### config.mk
export PLATFORM = sky130hd
export DESIGN_NAME = sram_b2_core
export DESIGN_NICKNAME = d
export VERILOG_FILES = /design/src/rtl/sram_b2_pkg.sv /design/src/rtl/sram_b2_ecc_enc.sv /design/src/rtl/sram_b2_ecc_dec.sv /design/src/rtl/sram_b2_ctrl.sv /design/src/rtl/sram_b2_datapath.sv /design/src/rtl/sram_b2_core.sv
export SDC_FILE = /design/constraint.sdc
export NUM_CORES = 2
export LEC_CHECK = 0
export BUFFER_PORTS_ARGS = -buffer_cell sky130_fd_sc_hd__buf_2
export CAP_MARGIN = 0
export CELL_PAD_IN_SITES_DETAIL_PLACEMENT = 0
export CELL_PAD_IN_SITES_GLOBAL_PLACEMENT = 1
export CORE_ASPECT_RATIO = 1.4
export CORE_MARGIN = 3
export CORE_UTILIZATION = 53
export DETAILED_ROUTE_END_ITERATION = 10
export MAX_ROUTING_LAYER = met4
export PLACE_DENSITY = 0.77
export SLEW_MARGIN = 10
export SYNTH_ARGS = -nofsm -noshare
export SYNTH_HDL_FRONTEND = slang
export SYNTH_HIERARCHICAL = 1
export SYNTH_SLANG_ARGS = --single-unit
export TNS_END_PERCENT = 1
### constraint.sdc
create_clock -name clk -period 5.94 [get_ports clk]
set_clock_uncertainty 0.15 [all_clocks]
set_input_delay 0.297 -clock clk [delete_from_list [all_inputs] [get_ports clk]]
set_output_delay 0.297 -clock clk [all_outputs]
set_load 0.005 [all_outputs]
### src/rtl/sram_b2_pkg.sv
package sram_b2_pkg;

  localparam int ECC_MAX_W = 512;

  typedef struct packed {
    logic edgeRise;
    logic edgeFall;
    logic capWr;
    logic commitWr;
    logic capRd;
    logic fetchRd;
  } strobe_t;

  function automatic int eccCheckBits(input int dataW);
    int p;
    p = 0;
    for (int i = 1; i < 16; i++)
      if (p == 0 && (1 << i) >= dataW + i + 1) p = i;
    return p;
  endfunction

  function automatic logic [ECC_MAX_W-1:0] eccCover(input int bitIdx, input int last);
    logic [ECC_MAX_W-1:0] m;
    m = '0;
    for (int pos = 1; pos < ECC_MAX_W; pos++)
      if (pos <= last && ((pos >> bitIdx) & 1) == 1) m[pos] = 1'b1;
    return m;
  endfunction

endpackage

### src/rtl/sram_b2_ecc_enc.sv
module sram_b2_ecc_enc
  import sram_b2_pkg::*;
#(
  parameter int DATA_W = 36
) (
  input  logic [DATA_W-1:0]                          dataIn,
  output logic [DATA_W+eccCheckBits(DATA_W):0]       codeOut
);
  localparam int PAR_W = eccCheckBits(DATA_W);
  localparam int LAST  = DATA_W + PAR_W;

  function automatic logic [LAST:1] spread(input logic [DATA_W-1:0] d);
    logic [LAST:1] c;
    int k;
    c = '0;
    k = 0;
    for (int pos = 1; pos <= LAST; pos++)
      if ((pos & (pos - 1)) != 0) begin
        c[pos] = d[k];
        k++;
      end
    return c;
  endfunction

  logic [LAST:1]    spreadWord;
  logic [PAR_W-1:0] parity;
  logic [LAST:1]    body;

  assign spreadWord = spread(dataIn);

  for (genvar p = 0; p < PAR_W; p++) begin : g_par
    localparam logic [ECC_MAX_W-1:0] COV = eccCover(p, LAST);
    assign parity[p] = ^(spreadWord & COV[LAST:1]);
  end

  always_comb begin
    body = spreadWord;
    for (int p = 0; p < PAR_W; p++) body[1 << p] = parity[p];
    codeOut = {body, ^body};
  end

endmodule

### src/rtl/sram_b2_ecc_dec.sv
module sram_b2_ecc_dec
  import sram_b2_pkg::*;
#(
  parameter int DATA_W = 36
) (
  input  logic [DATA_W+eccCheckBits(DATA_W):0] codeIn,
  output logic [DATA_W-1:0]                    dataOut,
  output logic                                 corrected,
  output logic                                 uncorrectable
);
  localparam int PAR_W = eccCheckBits(DATA_W);
  localparam int LAST  = DATA_W + PAR_W;

  function automatic logic [DATA_W-1:0] gather(input logic [LAST:1] c);
    logic [DATA_W-1:0] d;
    int k;
    d = '0;
    k = 0;
    for (int pos = 1; pos <= LAST; pos++)
      if ((pos & (pos - 1)) != 0) begin
        d[k] = c[pos];
        k++;
      end
    return d;
  endfunction

  logic [PAR_W-1:0] syn;
  logic             overall;
  logic             hasSyn;
  logic             synBeyond;
  logic [LAST:1]    flip;

  for (genvar p = 0; p < PAR_W; p++) begin : g_syn
    localparam logic [ECC_MAX_W-1:0] COV = eccCover(p, LAST);
    assign syn[p] = ^(codeIn[LAST:1] & COV[LAST:1]);
  end

  assign overall   = ^codeIn;
  assign hasSyn    = |syn;
  assign synBeyond = (32'(syn) > 32'(LAST));

  for (genvar pos = 1; pos <= LAST; pos++) begin : g_flip
    assign flip[pos] = overall && (syn == PAR_W'(pos));
  end

  assign dataOut       = gather(codeIn[LAST:1] ^ flip);
  assign corrected     = overall && !synBeyond;
  assign uncorrectable = hasSyn && (!overall || synBeyond);

endmodule

### src/rtl/sram_b2_ctrl.sv
module sram_b2_ctrl
  import sram_b2_pkg::*;
(
  input  logic    clk,
  input  logic    rstN,
  input  logic    rdEn,
  input  logic    wrEn,
  output strobe_t strobes
);
  logic phaseQ;
  logic wrPendQ;
  logic rdPendQ;

  always_ff @(posedge clk or negedge rstN) begin
    if (!rstN) begin
      phaseQ  <= 1'b0;
      wrPendQ <= 1'b0;
      rdPendQ <= 1'b0;
    end else begin
      phaseQ  <= ~phaseQ;
      wrPendQ <= ~phaseQ & wrEn;
      rdPendQ <= ~phaseQ & rdEn;
    end
  end

  always_comb begin
    strobes.edgeRise = ~phaseQ;
    strobes.edgeFall = phaseQ;
    strobes.capWr    = ~phaseQ & wrEn;
    strobes.commitWr = phaseQ & wrPendQ;
    strobes.capRd    = ~phaseQ & rdEn;
    strobes.fetchRd  = phaseQ & rdPendQ;
  end

  assert_fall_no_cap_R11: assert property (@(posedge clk) disable iff (!rstN)
    (strobes.capWr || strobes.capRd) |=> !(strobes.capWr || strobes.capRd));

endmodule

### src/rtl/sram_b2_datapath.sv
module sram_b2_datapath
  import sram_b2_pkg::*;
#(
  parameter int BEAT_W   = 18,
  parameter int ADDR_W   = 6,
  parameter int READ_LAT = 5
) (
  input  logic                                    clk,
  input  logic                                    rstN,
  input  strobe_t                                 strobes,
  input  logic [ADDR_W-1:0]                       rdAddr,
  input  logic [ADDR_W-1:0]                       wrAddr,
  input  logic [BEAT_W-1:0]                       wrData,
  input  logic [2*BEAT_W+eccCheckBits(2*BEAT_W):0] injMask,
  output logic [BEAT_W-1:0]                       rdData,
  output logic                                    rdValid,
  output logic                                    corFlag,
  output logic                                    dedFlag
);
  localparam int WORD_W = 2 * BEAT_W;
  localparam int CODE_W = WORD_W + eccCheckBits(WORD_W) + 1;
  localparam int DEPTH  = 1 << ADDR_W;
  localparam int PIPE_D = READ_LAT - 1;

  typedef struct packed {
    logic              valid;
    logic              cor;
    logic              ded;
    logic [WORD_W-1:0] word;
  } stage_t;

  // write side
  logic [BEAT_W-1:0] wrLoQ;
  logic [ADDR_W-1:0] wrAddrQ;
  logic [CODE_W-1:0] injQ;
  logic [CODE_W-1:0] wrCode;
  logic [CODE_W-1:0] memQ [DEPTH];

  // read side
  logic [ADDR_W-1:0] rdAddrQ;
  logic [CODE_W-1:0] fetchQ;
  logic              fetchValidQ;
  logic [WORD_W-1:0] decWord;
  logic              decCor;
  logic              decDed;
  stage_t            head;
  stage_t            stageQ [PIPE_D];
  logic [BEAT_W-1:0] hiHoldQ;

  always_ff @(posedge clk) begin
    if (strobes.capWr) begin
      wrLoQ   <= wrData;
      wrAddrQ <= wrAddr;
      injQ    <= injMask;
    end
    if (strobes.capRd) rdAddrQ <= rdAddr;
  end

  sram_b2_ecc_enc #(.DATA_W(WORD_W)) u_enc (
    .dataIn  ({wrData, wrLoQ}),
    .codeOut (wrCode)
  );

  // array: the fetch at the commit edge sees the old word
  always_ff @(posedge clk) begin
    if (strobes.commitWr) memQ[wrAddrQ] <= wrCode ^ injQ;
    if (strobes.fetchRd)  fetchQ <= memQ[rdAddrQ];
  end

  always_ff @(posedge clk or negedge rstN) begin
    if (!rstN) fetchValidQ <= 1'b0;
    else if (strobes.edgeFall) fetchValidQ <= strobes.fetchRd;
  end

  sram_b2_ecc_dec #(.DATA_W(WORD_W)) u_dec (
    .codeIn        (fetchQ),
    .dataOut       (decWord),
    .corrected     (decCor),
    .uncorrectable (decDed)
  );

  always_comb begin
    head.valid = fetchValidQ;
    head.cor   = fetchValidQ & decCor;
    head.ded   = fetchValidQ & decDed;
    head.word  = decWord;
  end

  always_ff @(posedge clk or negedge rstN) begin
    if (!rstN) begin
      for (int i = 0; i < PIPE_D; i++) stageQ[i] <= '0;
    end else if (strobes.edgeRise) begin
      stageQ[0] <= head;
      for (int i = 1; i < PIPE_D; i++) stageQ[i] <= stageQ[i-1];
    end
  end

  // output mux: lower half on the rising phase, upper half on the falling phase
  always_ff @(posedge clk or negedge rstN) begin
    if (!rstN) begin
      rdData  <= '0;
      hiHoldQ <= '0;
      rdValid <= 1'b0;
      corFlag <= 1'b0;
      dedFlag <= 1'b0;
    end else if (strobes.edgeRise) begin
      rdData  <= stageQ[PIPE_D-1].word[BEAT_W-1:0];
      hiHoldQ <= stageQ[PIPE_D-1].word[WORD_W-1:BEAT_W];
      rdValid <= stageQ[PIPE_D-1].valid;
      corFlag <= stageQ[PIPE_D-1].cor;
      dedFlag <= stageQ[PIPE_D-1].ded;
    end else begin
      rdData  <= hiHoldQ;
    end
  end

  assert_commit_after_cap_R1: assert property (@(posedge clk) disable iff (!rstN)
    strobes.commitWr |-> $past(strobes.capWr));

  assert_fetch_after_cap_R4: assert property (@(posedge clk) disable iff (!rstN)
    strobes.capRd |=> strobes.fetchRd);

  assert_valid_pair_R2: assert property (@(posedge clk) disable iff (!rstN)
    $rose(rdValid) |=> rdValid);

  assert_valid_on_rise_R2: assert property (@(posedge clk) disable iff (!rstN)
    !$stable(rdValid) |-> $past(strobes.edgeRise));

  assert_flag_needs_valid_R3: assert property (@(posedge clk) disable iff (!rstN)
    (corFlag || dedFlag) |-> rdValid);

  assert_flag_exclusive_R7: assert property (@(posedge clk) disable iff (!rstN)
    !(corFlag && dedFlag));

endmodule

### src/rtl/sram_b2_core.sv
module sram_b2_core
  import sram_b2_pkg::*;
#(
  parameter int BEAT_W   = 18,
  parameter int ADDR_W   = 6,
  parameter int READ_LAT = 5
) (
  input  logic                                     clk,
  input  logic                                     rstN,
  input  logic                                     rdEn,
  input  logic [ADDR_W-1:0]                        rdAddr,
  input  logic                                     wrEn,
  input  logic [ADDR_W-1:0]                        wrAddr,
  input  logic [BEAT_W-1:0]                        wrData,
  input  logic [2*BEAT_W+eccCheckBits(2*BEAT_W):0] injMask,
  output logic [BEAT_W-1:0]                        rdData,
  output logic                                     rdValid,
  output logic                                     corFlag,
  output logic                                     dedFlag
);
  strobe_t strobes;

  sram_b2_ctrl u_ctrl (
    .clk     (clk),
    .rstN    (rstN),
    .rdEn    (rdEn),
    .wrEn    (wrEn),
    .strobes (strobes)
  );

  sram_b2_datapath #(
    .BEAT_W   (BEAT_W),
    .ADDR_W   (ADDR_W),
    .READ_LAT (READ_LAT)
  ) u_dp (
    .clk     (clk),
    .rstN    (rstN),
    .strobes (strobes),
    .rdAddr  (rdAddr),
    .wrAddr  (wrAddr),
    .wrData  (wrData),
    .injMask (injMask),
    .rdData  (rdData),
    .rdValid (rdValid),
    .corFlag (corFlag),
    .dedFlag (dedFlag)
  );

endmodule

; Yosys cells after proc, flatten, opt, wreduce, memory -nomap -nowiden
; Memory sizes are Yosys's and may differ from the RTL's. A register that Yosys moved wholly into a read port is not among the register bits.
; Index checks and enable logic that the tools add are counted.
[classes]
n_reduce_logical = 62
bitwise_logic = 9
n_mux = 3
n_eq_ne = 42
magnitude_cmp = 1
[ops]
columns = operator, n
row1 = $reduce_xor 42->1, 13
row2 = $eq 6x5->1 const B, 16
row3 = $eq 6x6->1 const B, 11
row4 = $eq 6x4->1 const B, 8
row5 = $logic_and 1x1->1, 44
row6 = $reduce_xor 43->1, 1
row7 = $xor 43x43->43, 1
row8 = $xor 42x42->42, 1
row9 = $eq 6x3->1 const B, 4
row10 = $mux 18, 1
row11 = $eq 6x2->1 const B, 2
row12 = $and 1x1->1, 6
row13 = $eq 6x1->1 const B, 1
row14 = $gt 6x6->1 const B, 1
row15 = $reduce_or 6->1, 1
row16 = $logic_not 1->1, 2
row17 = $mux 1, 2
row18 = $logic_or 1x1->1, 1
row19 = $not 1->1, 1
[totals]
word_cells = 147
mem_bits_rw = 2752
output_inout_bits = 21
reg_bits = 272
n_memories = 1
inputBits = 77
[mem_list]
columns = memory, depth, width, rd, rd_clocked_by_memory_dff, write_ports, line_no
row1 = u_dp.memQ, 64, 43, 1, 1, 1, sram_b2_datapath.sv:37  ; logic [CODE_W-1:0] memQ [DEPTH];

; Depth between registers and ports, before layout
[depth]
ltp_word = 5
ltp_mapped = 10

; By module
; The synthesis kept the hierarchy.
[by_module_without_submodules]
columns = mod, cells_each, area_per_inst_um2, instances
row1 = sram_b2_datapath, 5125, 115963.7, 1
row2 = sram_b2_ecc_dec, 172, 1559.0, 1
row3 = sram_b2_ecc_enc, 105, 970.9, 1
row4 = sram_b2_ctrl, 9, 111.4, 1

; Least setup slack after synthesis
; Ideal clock, no wire load.
[synth_path]
path_kind = flip-flop to flip-flop
from = register u_ctrl.phaseQ
to = memory u_dp/memQ[48][0] (netlist name) (enable)
setup_ns = 0.496
path_buffers = 0
path_stages_with_launch = 5
arrival_time_ns = 3.902
path_slack_ns = 1.391
required_ns = 5.294
path_cell_list = dfrtp_1 -> and2_1 -> nor2b_1 -> nand4b_1 -> nor3_1
[synth_rtl]
columns = element, line_no
row1 = start: declaration, sram_b2_ctrl.sv:10  ; logic phaseQ;
row2 = start signal: assignment, sram_b2_ctrl.sv:20  ; phaseQ <= ~phaseQ;
row3 = end: declaration, sram_b2_datapath.sv:37

==> impl_metrics.ini <==
[timing]
max-slew-margin-rel = 0.102
final_hold_viol_count = 0
drv_slew = 0
rsz0062_at_grt = no
fin_tns_setup_ns = 0
min_period_ns = 4.71
finalSetupViolCount = 0
achievable_frequency_ghz = 0.212
timing_worst_slew_pin_value_ns = 1.35
fin_crit_sh = 0.793

[cells_and_area]
final_layout_size_suffix_gt1_frac = 0.284
synthToLayoutAreaGrowth_pct = 13.0
final_cell_count_no_fill = 8891
final_net_count = 5867
final_layout_fill_cell_count = 15100
post-route-util = 0.605

[flow_run]
drv_cap = 0

[global_route]
globalRoute.totalOverflow = 0
vias_in_the_first_global_route = 58300
grt_start_max_net_pins = 202
grt_antenna_before_repair = 6
global_route.usage.total = 0.273
first_pass_grt_wire_length_um = 430000

[floorplanning]
fp-row-count = 204
ios = 98
floorplan.core_area_sq_mm = 0.222
start_util = 0.535
die-area_sq_mm = 0.230
die_w_um = 406
dieHeight_um = 566

[yosys]
postSynthRegisterBits = 3067
synth_edf_count = 2868
yosys-top-cells-count = 2868 x edfxtp_1, 638 x mux4_2, 215 x mux2_2, 199 x dfrtp_1, 199 x mux2i_1
post_synth_instance_area_sq_mm = 0.119
synth_top_cells_by_area = edfxtp_1 73%, mux4_2 12%, dfrtp_1 4.2%
avgSynthCellArea_sq_um = 21.9
synth_sequential_area_ratio = 0.768
yosys_warnings = 6
synth_top_area_frac = 0.726
syn_inst = 5411
synthMostInstantiatedCell = edfxtp_1
synth_top_area_cell = edfxtp_1
postSynthNetCount = 5488
netlist-cell-type-count = 58
asyncSetResetFlopFracSynth = 0.0649
dominantRegCellSynth = edfxtp_1

[critical_path]
setup.worst_path.start_class = flop
worst_ep_required_time_ns = 6.34
end_kind = flop
arrival_ns = 5.12
worst_r2r_path_depth = 7
cp_max_fo = 21
critPathKind = reg -> reg

[clock_tree]
h-tree-depth = 5
tritoncts_buffer_count = 286
tritoncts = done
max-clock-path-buffers = 4
numClockSinks = 3067
worst_setup_hold_path_clk_slew_ns = 0.07
clock_tree.root_cell = clkbuf_16
post_cts.resized_instances = 0
clock_latency_ns = 0.87

[route]
drt_drc_violations_left = 0
detail_route.wirelength_um = 300000
drt.antenna.violating_nets = 0
detail_route.first_pass.iterations = 7
first_iter_violations = 7119
route.detailed.wl_per_inst_um = 33.8
via_count = 57200
drt-vias-per-instance = 6.43

[placement]
numPlacedInstances = 8286
finalWeightedCongestion = 0.896
placement.io_buffers = 97
dp.final_hpwl_um = 180000

[hold_path]
min_delay_path_depth = 2
min-delay-path-class = in -> reg

[power_and_ir_drop]
p_per_area_mw_per_mm2 = 361
ir_worst_vdd_mv = 0.422
leakagePower_nw = 42.9

[status]
run_status = finished clean
## where the power goes
group	total, mW	internal, mW	switching (mW)
Combinational	4.68	1.33	3.35
Clock	17.7	9.96	7.73
Sequential	26.0	25.8	0.225
Total	48.4	37.1	11.3
## layout by cell type (no fill, tap or decap), drive strengths merged, types with 58 or more instances in the layout
master / count
nor2: 104
mux4: 638
xor2: 74
nand2: 106
dlygate4sd3: 97
a21oi: 78
a221oi: 90
clkinv: 102
clkbuf: 365
edfxtp: 2868
xnor2: 138
buf: 311
mux2: 215
a22o: 58
o22ai: 66
mux2i: 199
dfrtp: 199
## what timing repair did
item | 4_1_cts | 5_1_grt
setup buffers | 0 | 0
hold buffers | 98 | 0
endpoints found under the hold margin | 200 | 0
## kinds of logic (layout without fill, tap and decap cells)
group                  after synthesis  after routing  synth area share
AND/OR/NAND/NOR                    368            368            0.0150
other                                0              4                 0
flip-flops                        3067           3067             0.768
multiplexers                      1052           1052             0.158
buffers and inverters              322            914            0.0162
AO/OA/AOI/OAI                      377            377            0.0235
XOR/XNOR                           225            225            0.0189
## critical path, stage by stage (launching register included)
cell      delay, ns
edfxtp_1       1.13
buf_12         0.31
buf_4          0.43
buf_4          0.34
mux4_2         0.54
a22o_1         0.26
a221oi_1       0.96
a221oi_1       0.24
## registers in the layout (all words and copies together), names as in the netlist, 6 cells and up
signal,flops
u_dp/rdData,18
u_dp/rdAddrQ,6
u_dp/wrAddrQ,6
u_dp/stageQ,156
u_dp/wrLoQ,18
u_dp/fetchQ,43
u_dp/hiHoldQ,18
u_dp/memQ,2752
u_dp/injQ,43
## routing by layer
metal / track usage / wire [um] / up-vias
li1: - / - / 23200
met1: 0.336 / 105000 / 30500
met2: 0.448 / 154000 / 2889
met3: 0.0427 / 23700 / 651
met4: 0.132 / 17500 / 0
met5: - / 0 / -
## area by class of cell
class | count | area (sq um) | share of cell area
multi-input cells | 2022 | 27000 | 0.201
inverters | 5 | 27.5 | 0.000205
flip-flops and latches | 3067 | 91100 | 0.680
repair buffers | 408 | 3420 | 0.0255
clock inverters | 136 | 1210 | 0.00902
clock buffers | 365 | 7680 | 0.0573
diodes | 4 | 10.0 | 0.0000747
well taps | 2884 | 3610 | 0.0269
## final timing paths
kind	startpoint	end	slack [ns]
worst max-delay path	u_dp/rdAddrQ[0]$_DFFE_PP_	u_dp/fetchQ[1]$_DFFE_PP_	1.23
worst min-delay path	injMask[29]	u_dp/injQ[29]$_DFFE_PP_	0.04
worst max register to register	u_dp/rdAddrQ[0]$_DFFE_PP_	u_dp/fetchQ[1]$_DFFE_PP_	1.23
worst min register to register	u_dp/stageQ[1]$_DFFE_PN0P_	u_dp/rdData[1]$_DFF_PN0_	0.32
max in group asynchronous	rstN	u_dp/stageQ[15]$_DFFE_PN0P_	4.30
min in group asynchronous	rstN	u_dp/stageQ[21]$_DFFE_PN0P_	0.48
## per-stage QoR
step	hold slack, ns	worst slack (ns)	total power [mW]	area (sq um)
CTS	0.0000748	1.22	48.7	134000
global placement	0.176	1.03	30.9	124000
finish	0.0390	1.23	48.4	134000
detailed placement	0.183	1.22	31.1	124000
global route	0.0145	1.16	49.8	134000
floorplan	-0.149	1.39	28.5	119000
(Power assumes the default switching activity.)
